`src/rtl/sfs_pkg.sv`:
```
package sfs_pkg;
    localparam int NLVL = 6;
    localparam int NERR = 6;
    localparam int NFLAG = NLVL + NERR;

    typedef struct packed {
        logic rx_ctl;
        logic tx_ctl;
        logic rx_full;
        logic rx_req;
        logic tx_empty;
        logic tx_req;
    } lvl_t;

    typedef struct packed {
        logic slot_err;
        logic sync_err;
        logic rx_udf;
        logic rx_ovf;
        logic tx_udf;
        logic tx_ovf;
    } err_t;

    function automatic logic sticky_next(input logic cur, input logic ev, input logic clr);
        return ev | (cur & ~clr);
    endfunction
endpackage

```
`src/rtl/sfs_level_flags.sv`:
```
module sfs_level_flags
    import sfs_pkg::*;
#(
    parameter int DEPTH = 8,
    parameter int LVL_W = $clog2(DEPTH + 1)
) (
    input  logic [LVL_W-1:0] tx_level,
    input  logic [LVL_W-1:0] rx_level,
    input  logic [LVL_W-1:0] tx_thresh,
    input  logic [LVL_W-1:0] rx_thresh,
    input  logic             tx_ctl_free,
    input  logic             rx_ctl_valid,
    output lvl_t             lvl,
    output logic             tx_full,
    output logic             rx_empty
);
    localparam logic [LVL_W-1:0] FULL_LVL = LVL_W'(DEPTH);

    always_comb begin
        lvl.tx_req   = (tx_level >= tx_thresh);
        lvl.tx_empty = (tx_level == '0);
        lvl.rx_req   = (rx_level >= rx_thresh);
        lvl.rx_full  = (rx_level == FULL_LVL);
        lvl.tx_ctl   = tx_ctl_free;
        lvl.rx_ctl   = rx_ctl_valid;
        tx_full      = (tx_level == FULL_LVL);
        rx_empty     = (rx_level == '0);
    end
endmodule

```
`src/rtl/sfs_sync_check.sv`:
```
module sfs_sync_check #(
    parameter int CNT_W = 6
) (
    input  logic             clk,
    input  logic             rst,
    input  logic             slave_mode,
    input  logic             sync_pulse,
    input  logic             bit_strobe,
    input  logic [CNT_W-1:0] frame_bits,
    output logic             early_sync
);
    logic [CNT_W-1:0] bit_cnt;
    logic             armed;

    always_ff @(posedge clk) begin
        if (rst) begin
            bit_cnt <= '0;
            armed   <= 1'b0;
        end else if (sync_pulse) begin
            bit_cnt <= '0;
            armed   <= 1'b1;
        end else if (bit_strobe && bit_cnt != '1) begin
            bit_cnt <= bit_cnt + 1'b1;
        end
    end

    assign early_sync = slave_mode & sync_pulse & armed & (bit_cnt < frame_bits);

    assert_sync_restart_R8: assert property (@(posedge clk) disable iff (rst)
        sync_pulse |=> (bit_cnt == '0 && armed));
    assert_master_quiet_R8: assert property (@(posedge clk) disable iff (rst)
        !slave_mode |-> !early_sync);
endmodule

```
`src/rtl/sfs_sticky_bank.sv`:
```
module sfs_sticky_bank
    import sfs_pkg::*;
#(
    parameter int N = 6
) (
    input  logic         clk,
    input  logic         rst,
    input  logic [N-1:0] ev,
    input  logic [N-1:0] clr,
    output logic [N-1:0] q
);
    for (genvar i = 0; i < N; i++) begin : g_bit
        always_ff @(posedge clk) begin
            if (rst) q[i] <= 1'b0;
            else     q[i] <= sticky_next(q[i], ev[i], clr[i]);
        end

        assert_event_wins_R11: assert property (@(posedge clk) disable iff (rst)
            ev[i] |=> q[i]);
        assert_hold_R10: assert property (@(posedge clk) disable iff (rst)
            (q[i] && !clr[i]) |=> q[i]);
    end
endmodule

```
`src/rtl/serial_status_irq.sv`:
```
module serial_status_irq
    import sfs_pkg::*;
#(
    parameter int DEPTH  = 8,
    parameter int SLOT_W = 3,
    parameter int CNT_W  = 6,
    parameter int LVL_W  = $clog2(DEPTH + 1)
) (
    input  logic              clk,
    input  logic              rst,
    input  logic              host_wr_en,
    input  logic              host_wr_addr,
    input  logic [NFLAG-1:0]  host_wr_data,
    input  logic              host_rd_addr,
    output logic [NFLAG-1:0]  host_rd_data,
    input  logic [LVL_W-1:0]  tx_level,
    input  logic [LVL_W-1:0]  rx_level,
    input  logic [LVL_W-1:0]  tx_thresh,
    input  logic [LVL_W-1:0]  rx_thresh,
    input  logic              tx_push,
    input  logic              rx_pop,
    input  logic              tx_slot,
    input  logic              rx_word,
    input  logic              tx_ctl_free,
    input  logic              rx_ctl_valid,
    input  logic              slave_mode,
    input  logic              sync_pulse,
    input  logic              bit_strobe,
    input  logic [CNT_W-1:0]  frame_bits,
    input  logic [SLOT_W-1:0] data_slot,
    input  logic [SLOT_W-1:0] ctl_slot,
    input  logic              ctl_slot_en,
    output logic              irq
);
    lvl_t             lvl;
    err_t             ev, err_q;
    logic             tx_full, rx_empty, early_sync;
    logic [NERR-1:0]  clr;
    logic [NFLAG-1:0] status, mask;

    sfs_level_flags #(.DEPTH(DEPTH), .LVL_W(LVL_W)) u_lvl (
        .tx_level(tx_level), .rx_level(rx_level),
        .tx_thresh(tx_thresh), .rx_thresh(rx_thresh),
        .tx_ctl_free(tx_ctl_free), .rx_ctl_valid(rx_ctl_valid),
        .lvl(lvl), .tx_full(tx_full), .rx_empty(rx_empty)
    );

    sfs_sync_check #(.CNT_W(CNT_W)) u_sync (
        .clk(clk), .rst(rst), .slave_mode(slave_mode), .sync_pulse(sync_pulse),
        .bit_strobe(bit_strobe), .frame_bits(frame_bits), .early_sync(early_sync)
    );

    always_comb begin
        ev.tx_ovf   = tx_push & tx_full;
        ev.tx_udf   = tx_slot & lvl.tx_empty;
        ev.rx_ovf   = rx_word & lvl.rx_full;
        ev.rx_udf   = rx_pop & rx_empty;
        ev.sync_err = early_sync;
        ev.slot_err = ctl_slot_en & (data_slot == ctl_slot);
    end

    assign clr = (host_wr_en && !host_wr_addr) ? host_wr_data[NFLAG-1:NLVL] : '0;

    sfs_sticky_bank #(.N(NERR)) u_err (
        .clk(clk), .rst(rst), .ev(ev), .clr(clr), .q(err_q)
    );

    assign status       = {err_q, lvl};
    assign host_rd_data = host_rd_addr ? mask : status;

    always_ff @(posedge clk) begin
        if (rst) begin
            mask <= '0;
            irq  <= 1'b0;
        end else begin
            if (host_wr_en && host_wr_addr) mask <= host_wr_data;
            irq <= |(status & mask);
        end
    end

    assert_irq_set_R1: assert property (@(posedge clk) disable iff (rst)
        (|(status & mask)) |=> irq);
    assert_irq_clear_R1: assert property (@(posedge clk) disable iff (rst)
        !(|(status & mask)) |=> !irq);
    assert_tx_ovf_R6: assert property (@(posedge clk) disable iff (rst)
        (tx_push && tx_level == LVL_W'(DEPTH)) |=> status[6]);
    assert_rx_udf_R7: assert property (@(posedge clk) disable iff (rst)
        (rx_pop && rx_level == '0) |=> status[9]);
    assert_mask_load_R12: assert property (@(posedge clk) disable iff (rst)
        (host_wr_en && host_wr_addr) |=> (mask == $past(host_wr_data)));
endmodule

```
`config.mk`:
```
export PLATFORM = sky130hd
export DESIGN_NAME = serial_status_irq
export DESIGN_NICKNAME = d
export VERILOG_FILES = /design/src/rtl/sfs_pkg.sv /design/src/rtl/sfs_level_flags.sv /design/src/rtl/sfs_sync_check.sv /design/src/rtl/sfs_sticky_bank.sv /design/src/rtl/serial_status_irq.sv
export SDC_FILE = /design/constraint.sdc
export NUM_CORES = 1
export LEC_CHECK = 0
export CORE_AREA = 2 2 63 80
export DETAILED_ROUTE_END_ITERATION = 8
export DIE_AREA = 0 0 65 82
export GPL_TIMING_DRIVEN = 0
export PLACE_DENSITY = 0.73
export SYNTH_ARGS = -nofsm -noshare
export SYNTH_HDL_FRONTEND = slang
export SYNTH_HIERARCHICAL = 1
export SYNTH_SLANG_ARGS = --single-unit
```
`constraint.sdc`:
```
create_clock -name clk -period 2 [get_ports clk]
set_input_delay 0.2 -clock clk [delete_from_list [all_inputs] [get_ports clk]]
set_output_delay 0.2 -clock clk [all_outputs]
set_load 0.02 [all_outputs]
```
# Word level (Yosys, flattened, before mapping)
# Index checks and enable logic that the tools add are counted.
# W data, S select, Z words.
# op_classes
n_reduce_logical,8
n_eq_ne,4
magnitude_cmp,3
bitwise_logic,27
mux,2
add_sub_neg,1
# op_table
op,count
$and A1 B1 Y1,14
$and A12 B12 Y12,1
$mux W12,1
$reduce_or A12 Y1,1
$eq A4 B4 Y1 const B,2
$ge A4 B4 Y1,2
$logic_not A4 Y1,2
$add A6 B1 Y6 const B,1
$lt A6 B6 Y1,1
$mux W6,1
$ne A6 B6 Y1 const B,1
$not A1 Y1,6
$or A1 B1 Y1,6
$eq A3 B3 Y1,1
$logic_and A1 B1 Y1,3
$reduce_or A2 Y1,1
$logic_not A1 Y1,1
# totals
elab_cells,55
in_bits,55
reg_bits,26
out_inout_bits,13

# Longest topological paths before layout
# Gate-level depths: netlist (run 1).
# logic_depth
ltp_word,6
ltp_mapped,8
ltp_nobuf,8

# Hierarchy
# The synthesis (run 1) kept the hierarchy.
# by_module_without_submodules
mod,seq_area_each_um2,cells_each,area_each_um2,instances
serial_status_irq,260.2,90,779.5,1
sfs_sync_check,140.1,55,473.0,1
sfs_level_flags,0.0,32,285.3,1
sfs_sticky_bank,120.1,24,255.2,1

# Worst setup path after synthesis (run 1)
# Ideal clock, no wire load.
# synth_timing
path_kind,input to register
start,input rx_level[0]
end,register irq
required_ps,1872
n_path_buf,0
setup_time_ps,128
stages,8
setup_slack_ps,361
t_arrival_ps,1510
path_cell_list,inv_1 ha_1 nand2b_4 a2111oi_4 nor3_1 a22o_2 a221oi_2 a31oi_1
# synth_lines
item,line_no,rtl
start: declaration,serial_status_irq.sv:17,"input logic [LVL_W-1:0] rx_level,"
end signal: assignment,serial_status_irq.sv:77,irq <= |(status & mask);
end: declaration,serial_status_irq.sv:33,output logic irq

==> flow_summary.json, run 1 <==
{
  "status": "complete, no violations",
  "hold_class": "input pin to flip-flop",
  "grt_max_degree": 16,
  "hold_viol": 0,
  "cts_tree": "done",
  "slew_viol_final": 0,
  "pwr_density_cell_nw_per_um2": 470,
  "ir_worst_vdd_v": 0.000237,
  "crit_path_end_kind": "output port",
  "yosys.cell_types.count": 44,
  "drc": 0,
  "num-nets-final": 341,
  "critPathLaunchType": "input pin",
  "antenna_cells": 0,
  "root_buffer": "clkbuf_8",
  "worstPathArrival_ns": 1.76,
  "area_delta_synth_final_pct": 48.7,
  "grt_pass1_wl_um": 6840,
  "grt.overflow.total": 0,
  "die_y_um": 82,
  "layout_common_cells": "44 x clkdlybuf4s50_1, 29 x nand2_1, 26 x dfxtp_1",
  "grt_pass1_vias": 1640,
  "drt_iter0_drc": 11,
  "syn_nets": 270,
  "yosysWarnings": 6,
  "rows": 28,
  "finalHoldWorstSlack_ns": 0.259,
  "antenna_left": 0,
  "detailed_place_hpwl_um": 3150,
  "htreeDepth": 1,
  "min_path_cells": 3,
  "placed_cells": 325,
  "period_minus_slack_ns": 1.96,
  "cp_max_fo": 3,
  "power.leakage_nw": 1.14,
  "fin_cells": 331,
  "clk_pin_slew_ns": 0.09,
  "port_buffers": 64,
  "relSlewSlack": 0.614,
  "drt_wl_total_um": 4120,
  "rr_worst_depth": 6,
  "clk_latency_ns": 0.27,
  "grt.total_usage": 0.160,
  "fin_skew_ns": 0.00182,
  "core-area_um2": 4590,
  "path_class": "input pin to output port",
  "first_pass_iters": 4,
  "multiInputGateArea_um2": 1240,
  "clk_path_buf_depth": 2,
  "finalCritPeriodShare": 0.982,
  "synth_enable_flop_cells": 0,
  "holdBufCountCts": 0,
  "wire_per_inst_um": 12.4,
  "cts_buffers": 3,
  "vias": 1648,
  "synth.cell_area_um2": 1790,
  "start_util": 0.391,
  "ios": 68,
  "tightest_slew_ns": 0.578,
  "die-area_um2": 5330,
  "seq_area_frac_synth": 0.290,
  "fmax_mhz": 509,
  "fp.dieW_um": 65,
  "ys_seq_elements": 26,
  "setup_violations": 0,
  "viasPerCell": 4.98,
  "antenna_found_initial": 0,
  "worstPathRequired_ns": 1.80,
  "total_power_mw": 1.25,
  "synth-main-ff-cell": "dfxtp_1",
  "place.gp.congestion": 0.793,
  "clock-sinks": 26,
  "regArea_um2": 520,
  "synth_area_per_cell_um2": 8.92,
  "synthCells": 201,
  "rsz0062_at_grt": "false",
  "ys_async_sr_fraction": 0,
  "final_common_cell": "clkdlybuf4s50_1",
  "num-fill-cells": 429,
  "cap_violations": 0,
  "drive_gt1_frac": 0.210
}
-- layer usage --
layer  vias up  wire length (um)  GRT usage
met5         -                 0          0
met1       746              1800      0.184
li1        842                 -          -
met2        56              2030      0.299
met4         0                58     0.0638
met3         4               226     0.0178
-- final cells by class --
class,count,share of cell area
well taps,60,0.0282
multi-input cells,149,0.466
plain buffers,7,0.0202
flip-flops and latches,26,0.195
repair buffers,66,0.243
clock buffers,4,0.0206
inverters,19,0.0267
-- cell families after synthesis --
logic type                 share of synthesized area
and+or+nand+nor                                0.260
AOI/OAI and AO/OA                              0.181
buffers and inverters                         0.0698
DFF                                            0.290
muxes                                         0.0865
adders and majority gates                     0.0977
xor gates and xnor gates                      0.0147
-- flip-flops by register name, indices dropped and copies added, names as in the netlist --
| signal | count |
|---|---|
| irq | 1 |
| mask | 12 |
| u_err/q | 6 |
| u_sync/armed | 1 |
| u_sync/bit_cnt | 6 |
-- Yosys cell counts (all sizes together), types with 3 or more instances --
cell type | count | area, um^2
nand2 | 29 | 109
dfxtp | 26 | 521
a21oi | 22 | 114
inv | 19 | 71.3
ha | 14 | 175
mux2 | 12 | 135
and2 | 11 | 71.3
nand2b | 9 | 116
buf | 6 | 40.0
nor3 | 6 | 30.0
nor2 | 5 | 18.8
a221oi | 3 | 45.0
a22o | 3 | 27.5
a31oi | 3 | 18.8
and3 | 3 | 18.8
-- power breakdown --
| part | total, mW | internal [mW] | switching [mW] |
|---|---|---|---|
| logic | 0.363 | 0.216 | 0.147 |
| clock network | 0.337 | 0.176 | 0.161 |
| registers | 0.554 | 0.537 | 0.0168 |
| total | 1.25 | 0.928 | 0.325 |
-- worst max-delay path, stage by stage --
cell and delay, ns:
clkdlybuf4s50_1 0.49, ha_2 0.25, a2111oi_4 0.33, nor3_2 0.09, mux2_4 0.28, buf_6 0.13
-- per-stage QoR --
stage | worst slack (ns) | utilization | area (um^2) | TNS (ns)
after floorplan | 0.361 | - | 1790 | 0
after global placement | -0.641 | 0.547 | 2510 | -2.11
after detailed placement | -0.669 | 0.547 | 2510 | -2.23
after CTS | -0.0203 | 0.574 | 2640 | -0.0203
after global routing | 0.0106 | 0.581 | 2670 | 0
final | 0.0355 | 0.581 | 2670 | 0
-- path summary, 6_finish.rpt --
check                                               startpoint                     to  slack, ns
worst min-delay path                              rx_ctl_valid         irq$_SDFF_PP0_       0.26
worst max register to register  u_sync/bit_cnt[4]$_SDFFE_PP0P_  u_err/q[4]$_SDFF_PP0_       0.61
worst min register to register            mask[9]$_SDFFE_PP0P_   mask[9]$_SDFFE_PP0P_       0.48
worst max-delay path                               tx_level[3]        host_rd_data[0]       0.04
-- repair_timing --
| action | 4_1_cts | 5_1_grt |
|---|---|---|
| pin swaps | 7 | 3 |
| gates resized for setup | 37 | 13 |
| buffers inserted | 2 | 0 |
| setup endpoints to repair | 10 | 2 |
(Power assumes the default switching activity.)
==> run 2: changes to the inputs <==
--- a/config.mk
+++ b/config.mk
@@ -10,6 +10,7 @@
 export DIE_AREA = 0 0 65 82
 export GPL_TIMING_DRIVEN = 0
 export PLACE_DENSITY = 0.73
+export SLEW_MARGIN = 5
 export SYNTH_ARGS = -nofsm -noshare
 export SYNTH_HDL_FRONTEND = slang
 export SYNTH_HIERARCHICAL = 1
==> results of run 2 <==
No change in the layout: final DEF, timing and power equal those of run 1.
